<file path="src/rtl/rop_pkg.sv">
// Shared types for the read output path.
// Assumes a two-bit command code; any code other than read or write counts as a deselect.
package rop_pkg;

    typedef enum logic [1:0] {
        CMD_IDLE  = 2'b00,
        CMD_READ  = 2'b01,
        CMD_WRITE = 2'b10,
        CMD_SPARE = 2'b11
    } rop_cmd_e;

    // Decoded contents of one pipeline slot
    typedef struct packed {
        logic rd;
        logic wr;
        logic off;
    } rop_slot_t;

    localparam rop_slot_t ROP_SLOT_EMPTY = '{rd: 1'b0, wr: 1'b0, off: 1'b1};

    // Map a raw command code onto slot flags
    function automatic rop_slot_t rop_decode(input logic [1:0] code);
        rop_slot_t s;
        s.rd  = (code == CMD_READ);
        s.wr  = (code == CMD_WRITE);
        s.off = !(s.rd || s.wr);
        return s;
    endfunction

endpackage

</file>
<file path="src/rtl/rop_cmd_stage.sv">
// Input command register. It captures the command of each cycle in decoded form.
// Assumes that cmd is stable around the rising edge. Reset leaves a deselect in the slot.
module rop_cmd_stage
    import rop_pkg::*;
(
    input  logic       clk,
    input  logic       rst_n,
    input  logic [1:0] cmd_in,
    output rop_slot_t  slot_q
);

    // Capture and decode the incoming command
    always_ff @(posedge clk) begin
        if (!rst_n) slot_q <= ROP_SLOT_EMPTY;
        else        slot_q <= rop_decode(cmd_in);
    end

endmodule

</file>
<file path="src/rtl/rop_data_stage.sv">
// Rising-edge output register, organised as one register per byte lane.
// It loads the core word only when the input slot holds a read, so the last read word stays held.
// Assumes that DATA_W is a whole multiple of LANE_W.
module rop_data_stage #(
    parameter int DATA_W = 36,
    parameter int LANE_W = 9
) (
    input  logic              clk,
    input  logic              rst_n,
    input  logic              s1_rd,
    input  logic [DATA_W-1:0] core_rdata,
    output logic              s2_rd,
    output logic [DATA_W-1:0] s2_data
);

    localparam int LANES = DATA_W / LANE_W;

    // Track whether the output register holds a read
    always_ff @(posedge clk) begin
        if (!rst_n) s2_rd <= 1'b0;
        else        s2_rd <= s1_rd;
    end

    for (genvar g = 0; g < LANES; g++) begin : g_lane
        // Load one lane of the core word when a read advances
        always_ff @(posedge clk) begin
            if (!rst_n)     s2_data[g*LANE_W +: LANE_W] <= '0;
            else if (s1_rd) s2_data[g*LANE_W +: LANE_W] <= core_rdata[g*LANE_W +: LANE_W];
        end
    end

endmodule

</file>
<file path="src/rtl/rop_drive_ctl.sv">
// Pad driver enable. It chooses the read path by mode, applies the deselect rule
// and the write release, and gates the result with the asynchronous active-low output enable.
// Assumes that the slot flags come straight from registers.
module rop_drive_ctl
    import rop_pkg::*;
(
    input  logic      mode_flow,
    input  logic      mode_dcd,
    input  rop_slot_t s1,
    input  logic      s2_rd,
    input  logic      oe_n,
    output logic      drive
);

    logic flow_on;
    logic pipe_on;
    logic early_off;

    // Work out the enable for each path and apply the output enable
    always_comb begin
        flow_on   = s1.rd;
        early_off = s1.wr || (!mode_dcd && s1.off);
        pipe_on   = s2_rd && !early_off;
        drive     = (mode_flow ? flow_on : pipe_on) && !oe_n;
    end

endmodule

</file>
<file path="src/rtl/rop_read_out_path.sv">
// Top level of the read output path. It chains the command register, the lane output
// register and the drive control, and picks the direct or registered word for each lane.
// Assumes that the mode inputs are static or change only between bursts.
module rop_read_out_path
    import rop_pkg::*;
#(
    parameter int DATA_W = 36,
    parameter int LANE_W = 9
) (
    input  logic              clk,
    input  logic              rst_n,
    input  logic              mode_flow,
    input  logic              mode_dcd,
    input  logic [1:0]        cmd,
    input  logic [DATA_W-1:0] core_rdata,
    input  logic              oe_n,
    output logic [DATA_W-1:0] dq_out,
    output logic              dq_drive
);

    localparam int LANES = DATA_W / LANE_W;

    rop_slot_t         s1;
    logic              s2_rd;
    logic [DATA_W-1:0] s2_data;

    rop_cmd_stage u_cmd (
        .clk    (clk),
        .rst_n  (rst_n),
        .cmd_in (cmd),
        .slot_q (s1)
    );

    rop_data_stage #(.DATA_W(DATA_W), .LANE_W(LANE_W)) u_data (
        .clk        (clk),
        .rst_n      (rst_n),
        .s1_rd      (s1.rd),
        .core_rdata (core_rdata),
        .s2_rd      (s2_rd),
        .s2_data    (s2_data)
    );

    rop_drive_ctl u_drv (
        .mode_flow (mode_flow),
        .mode_dcd  (mode_dcd),
        .s1        (s1),
        .s2_rd     (s2_rd),
        .oe_n      (oe_n),
        .drive     (dq_drive)
    );

    for (genvar g = 0; g < LANES; g++) begin : g_mux
        // Choose the bypass or the registered word for one lane
        always_comb begin
            dq_out[g*LANE_W +: LANE_W] = mode_flow ? core_rdata[g*LANE_W +: LANE_W]
                                                   : s2_data[g*LANE_W +: LANE_W];
        end
    end

endmodule

</file>
<file path="config.mk">
export PLATFORM = sky130hd
export DESIGN_NAME = rop_read_out_path
export DESIGN_NICKNAME = d
export VERILOG_FILES = /design/src/rtl/rop_pkg.sv /design/src/rtl/rop_cmd_stage.sv /design/src/rtl/rop_data_stage.sv /design/src/rtl/rop_drive_ctl.sv /design/src/rtl/rop_read_out_path.sv
export SDC_FILE = /design/constraint.sdc
export NUM_CORES = 1
export LEC_CHECK = 0
export ABC_AREA = 1
export ABC_CLOCK_PERIOD_IN_PS = 1120
export BUFFER_PORTS_ARGS = -buffer_cell sky130_fd_sc_hd__buf_2
export CAP_MARGIN = 10
export CORE_UTILIZATION = 45
export CTS_CLUSTER_DIAMETER = 100
export DETAILED_ROUTE_END_ITERATION = 16
export GPL_ROUTABILITY_DRIVEN = 0
export PLACE_DENSITY_LB_ADDON = 0.12
export SETUP_SLACK_MARGIN = 0.2
export SLEW_MARGIN = 20
export SYNTH_ARGS = -nofsm -noshare
export SYNTH_HDL_FRONTEND = slang
export SYNTH_SLANG_ARGS = --single-unit
</file>
<file path="constraint.sdc">
create_clock -name clk -period 1.12 [get_ports clk]
set_input_delay 0.056 -clock clk [delete_from_list [all_inputs] [get_ports clk]]
set_output_delay 0.056 -clock clk [all_outputs]
set_load 0.1 [all_outputs]
</file>
==> metrics, run 1 <==
post-synthesis instance total 292; FF+latch count, synth 40; post-DP HPWL 3629 um; Cell Area, Synth 1839 um2; Ys Warns 0; I/O pin cnt 80; First Err [ERROR DPL-0038] Utilization greater than 100%, impossible to legalize; Netlist cell types 14; Post-Synth Simple-Gate Area 0.3490; Starting Density 0.4842; Port-buffer cells 79; sequential element share of the synthesized area 0.4354; clk root buf clkbuf_8; post-synthesis compound-gate area fraction 0.1265; clock buffer count from CTS 5; Avg Synthesized Cell Area 6.299 um2; H-tree Lvls 2; Post-synth top flop dfxtp_1; die width 65.93 um; outcome did not finish; Placement Rows 22; Die Span Y 65.93 um; Post-Synth Adder-Cell Area 0.01361; clock buffer depth 2; mux cell area share after synthesis 0; # resized after CTS 203; Setup Fix Bufs, Post-CTS 4; XOR/XNOR share of the synthesized area 0; Async S/R FF share, synth 0; syn nets 337; Last stage clock tree synthesis; Post-synth EDFFs 0; CTS Hold Bufs 1; clock sink total 40; largest family of logic cells by synthesized area simple AND/OR/NAND/NOR gates
[cell families after synthesis]
| logic type | count (synthesis) |
|---|---|
| AOI/OAI and AO/OA | 46 |
| adders and majority gates | 2 |
| buffers and inverters | 33 |
| DFF | 40 |
| and+or+nand+nor | 171 |
[stage by stage]
step / utilization / hold WS (ns) / worst slack (ns) / cells / cell area, um2
3_3_place_gp: 0.8314 / 0.2935 / 0.1565 / 407 / 3158
3_5_place_dp: 0.8314 / 0.3008 / 0.1138 / 407 / 3158
2_1_floorplan: - / 0.1909 / 0.03099 / 292 / 2137
[cells in the mapped netlist, types with 2 or more instances]
master	instances	area, um2
a21oi_1	5	25.02
buf_2	10	50.05
clkbuf_1	7	26.28
clkbuf_2	2	10.01
dfxtp_1	40	800.8
ha_1	2	25.02
inv_1	12	45.04
nand2_1	106	397.9
nor2_1	65	244.0
o21ai_0	37	185.2
o21ai_1	3	15.01
==> run 2, diff against run 1 <==
CORE_UTILIZATION = 30   (was 45)
CTS_CLUSTER_DIAMETER = default   (was 100)
PLACE_DENSITY_LB_ADDON = 0.15   (was 0.12)
SETUP_SLACK_MARGIN = default   (was 0.2)
==> run 2 against run 1 <==
Compared with the run above:
- the flow now finishes, with violations (negative setup slack)
- area after synthesis stayed put
- synthesized cell count stayed put
==> metrics, run 2 <==
outcome finished, violations left; failing checks negative setup slack; layout cells sized above 1 0.3707; total power per unit cell area 1346 nW/um2; CP max FO 1; Largest register FFs 36; Yosys top cell by area dfxtp_1; FILL cells 553; post-DP HPWL 3346 um; Die Span Y 80.30 um; Starting Density 0.3107; DR WL/cell 10.70 um; Largest regs u_data.s2_data x36, u_cmd.slot_q x3, u_data.s2_rd x1; Routed Antenna Nets 0; Ys Warns 0; Hold Violations, Final 0; Top reg by flops u_data.s2_data; final wirelength 4815 um; drt drc 0; Netlist cell types 14; Net count, final 419; FF+latch count, synth 40; Avg Synthesized Cell Area 6.299 um2; Required @ worst endpoint 1.06 ns; initial antenna violation count 0; die width 80.30 um; final worst slack -0.1218 ns; CTS tree done; clock sink total 40; Area growth, synth to finish 72.72%; most frequent cells in the layout nand2_1 (74), nor2_1 (64), buf_2 (42); clk slew on worst S/H paths 0.08 ns; min-delay worst type primary input to flop; P_leak 1.549 nW; I/O pin cnt 80; crit start category flop; Port-buffer cells 79; Placement Rows 28; Final Skew 0.005573 ns; worst skew pair latency 0.29 ns; CP Class flop to primary output; Final Critical Period 1.242 ns; gr usage total 0.1655; DR iter-0 viols 95; Final Max Slew Viols 0; Cell Area, Synth 1839 um2; GRT overflow 0; clock buffer count from CTS 5; final core utilization 0.5366; Placed Cells 438; Die ar. 6448 um2; drt first pass iters 4; Fmax achieved 805.3 MHz; Slew HR 0.8445; via count 1988; post-synthesis instance total 292; Max Cap Viol 0; clk root buf clkbuf_8; clock buffer depth 2; pin count of the biggest net entering global routing 41; commonest cells in the synthesized netlist nand2_1 (106), nor2_1 (65), dfxtp_1 (40); final cell count without fillers 450; Async S/R FF share, synth 0; Post-synth EDFFs 0; Peak VDD IR 0.6913 mV; Post-synth top flop dfxtp_1; # setup viols final 1; Final Cycle Share 1.109; sequential element share of the synthesized area 0.4354; H-tree Lvls 2; Yosys top cell area share 0.4354; power consumption 4.276 mW; vias per cell 4.418; Worst Setup End Kind primary output; RSZ-0062 raised after global routing yes; syn nets 337; WP data arrival 1.19 ns; Synth area leaders dfxtp_1 (44%), nand2_1 (22%), nor2_1 (13%); Core Area 5921 um2; commonest non-fill, non-tap cell in the layout nand2_1; first-pass GRT wire length 8293 um; Worst-Margin Slew 0.2327 ns; most frequent cell after synthesis nand2_1; vias in the first global route 1854; Setup WS pre-CTS 0.1879 ns; Setup Fix Bufs, Post-CTS 0; n_diodes 0
## run 2: cells by family (layout without fill, tap and decap cells)
family,Yosys count,count (layout),synth area share
AO/OA/AOI/OAI,46,46,0.1265
adder cells (fa/ha/maj),2,2,0.01360
buffers and inverters,33,116,0.07551
flip-flops,40,40,0.4354
AND/OR/NAND/NOR,171,171,0.3490
## run 2: power by group
| group | internal [mW] | switching, mW |
|---|---|---|
| Combinational | 0.558 | 1.04 |
| Clock | 0.661 | 0.492 |
| Sequential | 1.49 | 0.0312 |
## run 2: repair_timing
item	4_1_cts	5_1_grt
gates resized for setup	0	5
pin swaps	0	4
hold buffers	4	0
hold endpoints to repair	4	0
setup endpoints to repair	1	2
## run 2: metrics by stage
| step | hold WS (ns) | cell area [um2] | TNS (ns) |
|---|---|---|---|
| global placement | 0.2946 | 3020 | 0 |
| finish | 0.005898 | 3177 | -0.1218 |
| CTS | 0.0006734 | 3168 | -0.09820 |
| floorplan | 0.1909 | 1942 | -0.6177 |
| global route | 0.007779 | 3177 | -0.1911 |
| detailed placement | 0.3018 | 3020 | 0 |
## run 2: cell type report
cell class / instances / area, um2 / share of cell area
Sequential cell: 40 / 803.3 / 0.2529
Clock inverter: 2 / 35.03 / 0.01103
Multi-Input combinational cell: 219 / 1008 / 0.3174
Timing Repair Buffer: 94 / 1111 / 0.3497
Inverter: 14 / 52.55 / 0.01654
Clock buffer: 6 / 72.57 / 0.02284
Tap cell: 75 / 93.84 / 0.02954
## run 2: path summary, 6_finish.rpt
path,slack [ns],start,cells past startpoint,endpoint
setup / recovery,-0.12,u_data.s2_rd,5,dq_drive
hold / removal,0.006,core_rdata[4],3,u_data.s2_data[4]
setup reg to reg,0.22,u_cmd.slot_q[2],4,u_data.s2_data[33]
hold reg to reg,0.47,u_data.s2_data[34],2,u_data.s2_data[34]
## run 2: routing by layer
metal,GRT usage,part of all wire,vias up
li1,-,-,1060
met1,0.2060,0.47,874
met2,0.2821,0.47,50
met3,0.04318,0.055,4
met4,0.04286,0.0083,0
met5,0,0,-
## run 2: critical path: stages (launching register included)
cell and delay (ns):
dfxtp_2 0.33, inv_2 0.03, nor2_2 0.10, nand2_2 0.07, a21oi_4 0.18, buf_12 0.19
No activity file was read; power rests on OpenSTA's default activity.
==> run 3, diff against run 2 <==
BUFFER_PORTS_ARGS = default   (was -buffer_cell sky130_fd_sc_hd__buf_2)
DONT_BUFFER_PORTS = 1   (was default)
==> run 3 against run 2 <==
Compared with the run above:
- the run still ends with negative setup slack left
- clock power decreased by 11%
- sequential share of layout area is 0.57 points lower
- routed wire length increased by 1.3%
- clock skew is 0.0046 ns lower
- fmax increased by 4.9%
- non-clock buffer count fell by 11
- worst hold slack improved by 0.037 ns
- cell area up 2.6%
- first-iteration DRC count decreased by 33%
- largest power group unchanged
==> metrics, run 3 (synthesis results as in run 2) <==
clock sink total 40; DR iter-0 viols 64; RSZ-0062 raised after global routing yes; Placement Rows 28; Worst-Margin Slew 0.2456 ns; CP peak stage delay 0.31 ns; DR WL/cell 11.14 um; power consumption 4.124 mW; worst skew pair latency 0.29 ns; delay-heaviest family, CP flip-flops; Final Skew 0.001019 ns; final wirelength 4878 um; I/O pin cnt 80; most frequent cells in the layout nand2_1 (76), nor2_1 (65), dlygate4sd3_1 (39); clock buffer count from CTS 5; Top reg by flops u_data.s2_data; layout cells sized above 1 0.2590; final worst slack -0.06339 ns; commonest non-fill, non-tap cell in the layout nand2_1; Slew HR 0.8360; GRT overflow 0; P_leak 1.499 nW; Required @ worst endpoint 1.06 ns; drt drc 0; Port-buffer cells 0; met2 Use GR 0.2538; clock buffer depth 2; drt first pass iters 4; CP max stage cell dfxtp_1; R2R Setup Slk 0.19 ns; FF+latch area 805.8 um2; Final Critical Period 1.183 ns; post-DP HPWL 3195 um; Largest register FFs 36; Routed Antenna Nets 0; CP max FO 1; Core Area 5921 um2; outcome finished, violations left; clk root buf clkbuf_8; Worst Setup End Kind primary output; Hold Violations, Final 0; die width 80.30 um; footprint of the multi-input gates 1016 um2; Starting Density 0.3107; Max Cap Viol 0; H-tree Lvls 2; grt met3 use 0.04318; via count 1997; Peak VDD IR 0.9127 mV; clk slew on worst S/H paths 0.07 ns; Largest regs u_data.s2_data x36, u_cmd.slot_q x3, u_data.s2_rd x1; vias in the first global route 1763; Net count, final 408; final core utilization 0.5507; Area after DPL 2735 um2; # setup viols final 1; failing checks negative setup slack; Die ar. 6448 um2; gr usage total 0.1569; min-delay worst type primary input to flop; initial antenna violation count 0; most crowded layer after global routing met2; Fmax achieved 845.0 MHz; WP data arrival 1.13 ns; Setup WS pre-CTS 0.1913 ns; n_diodes 0; total power per unit cell area 1265 nW/um2; CP Class flop to primary output; first-pass GRT wire length 7893 um; crit start category flop; vias per cell 4.559; Area growth, synth to finish 77.28%; pin count of the biggest net entering global routing 42; critical path cell sequence inv_1 > nor2_1 > nand2_1 > a21oi_4 > buf_12; FILL cells 551; Final Cell Area 3261 um2; CTS tree done; Final Cycle Share 1.057; met1 usage 0.1975; Die Span Y 80.30 um; Final Max Slew Viols 0; WP buf/inv 2
[run 3: cell count changes in the layout (fill, tap and decap cells not counted), sizes merged]
cell,previous run,this run
buf,90,44
dlygate4sd3,4,39
bufinv,1,0
clkbuf,6,7
clkinv,2,1
[run 3: cell type report]
| type | count | area share |
|---|---|---|
| timing repair buffer | 83 | 0.3668 |
| sequential | 40 | 0.2471 |
| tap | 75 | 0.02878 |
| multi-input combinational | 219 | 0.3116 |
| inverter | 14 | 0.01612 |
| clock buffer | 7 | 0.02955 |
[run 3: metrics by stage]
stage	std cells	hold slack (ns)	setup TNS, ns
2_1_floorplan	292	0.1909	-0.6177
3_3_place_gp	391	0.1309	0
3_5_place_dp	391	0.1339	0
4_1_cts	438	0.04118	-0.08105
5_1_grt	438	0.05280	-0.1283
6_report	438	0.04267	-0.06339
[run 3: metal layers]
| layer | wire [um] | vias up |
|---|---|---|
| li1 | - | 1042 |
| met1 | 2267 | 888 |
| met2 | 2236 | 60 |
| met3 | 302 | 7 |
| met4 | 70 | 0 |
| met5 | 0 | - |
[run 3: final timing paths]
path	startpoint	end	cells after the start
setup reg to reg	u_cmd.slot_q[2]	u_data.s2_data[34]	4
hold reg to reg	u_data.s2_data[34]	u_data.s2_data[34]	2
setup / recovery	u_data.s2_rd	dq_drive	5
hold / removal	cmd[1]	u_cmd.slot_q[2]	4
[run 3: worst min-delay path, delay by kind of cell]
kind / cells / cell delay [ns]
adder cells (fa/ha/maj): 1 / 0.13
AND/OR/NAND/NOR: 1 / 0.05
buffers and inverters: 2 / 0.07
[run 3: timing repair]
item | 4_1_cts | 5_1_grt
hold endpoints to repair | 40 | 0
pin swaps | 0 | 3
resized for setup | 0 | 8
buffers inserted | 0 | 0
hold buffers | 40 | 0
endpoints found under the setup margin | 1 | 4
[run 3: power breakdown]
group          switching [mW]  leakage [nW]  internal, mW
sequential             0.0318         0.329          1.50
clock                   0.475        0.0503         0.549
combinational           0.996          1.12         0.577
total                    1.50          1.50          2.62
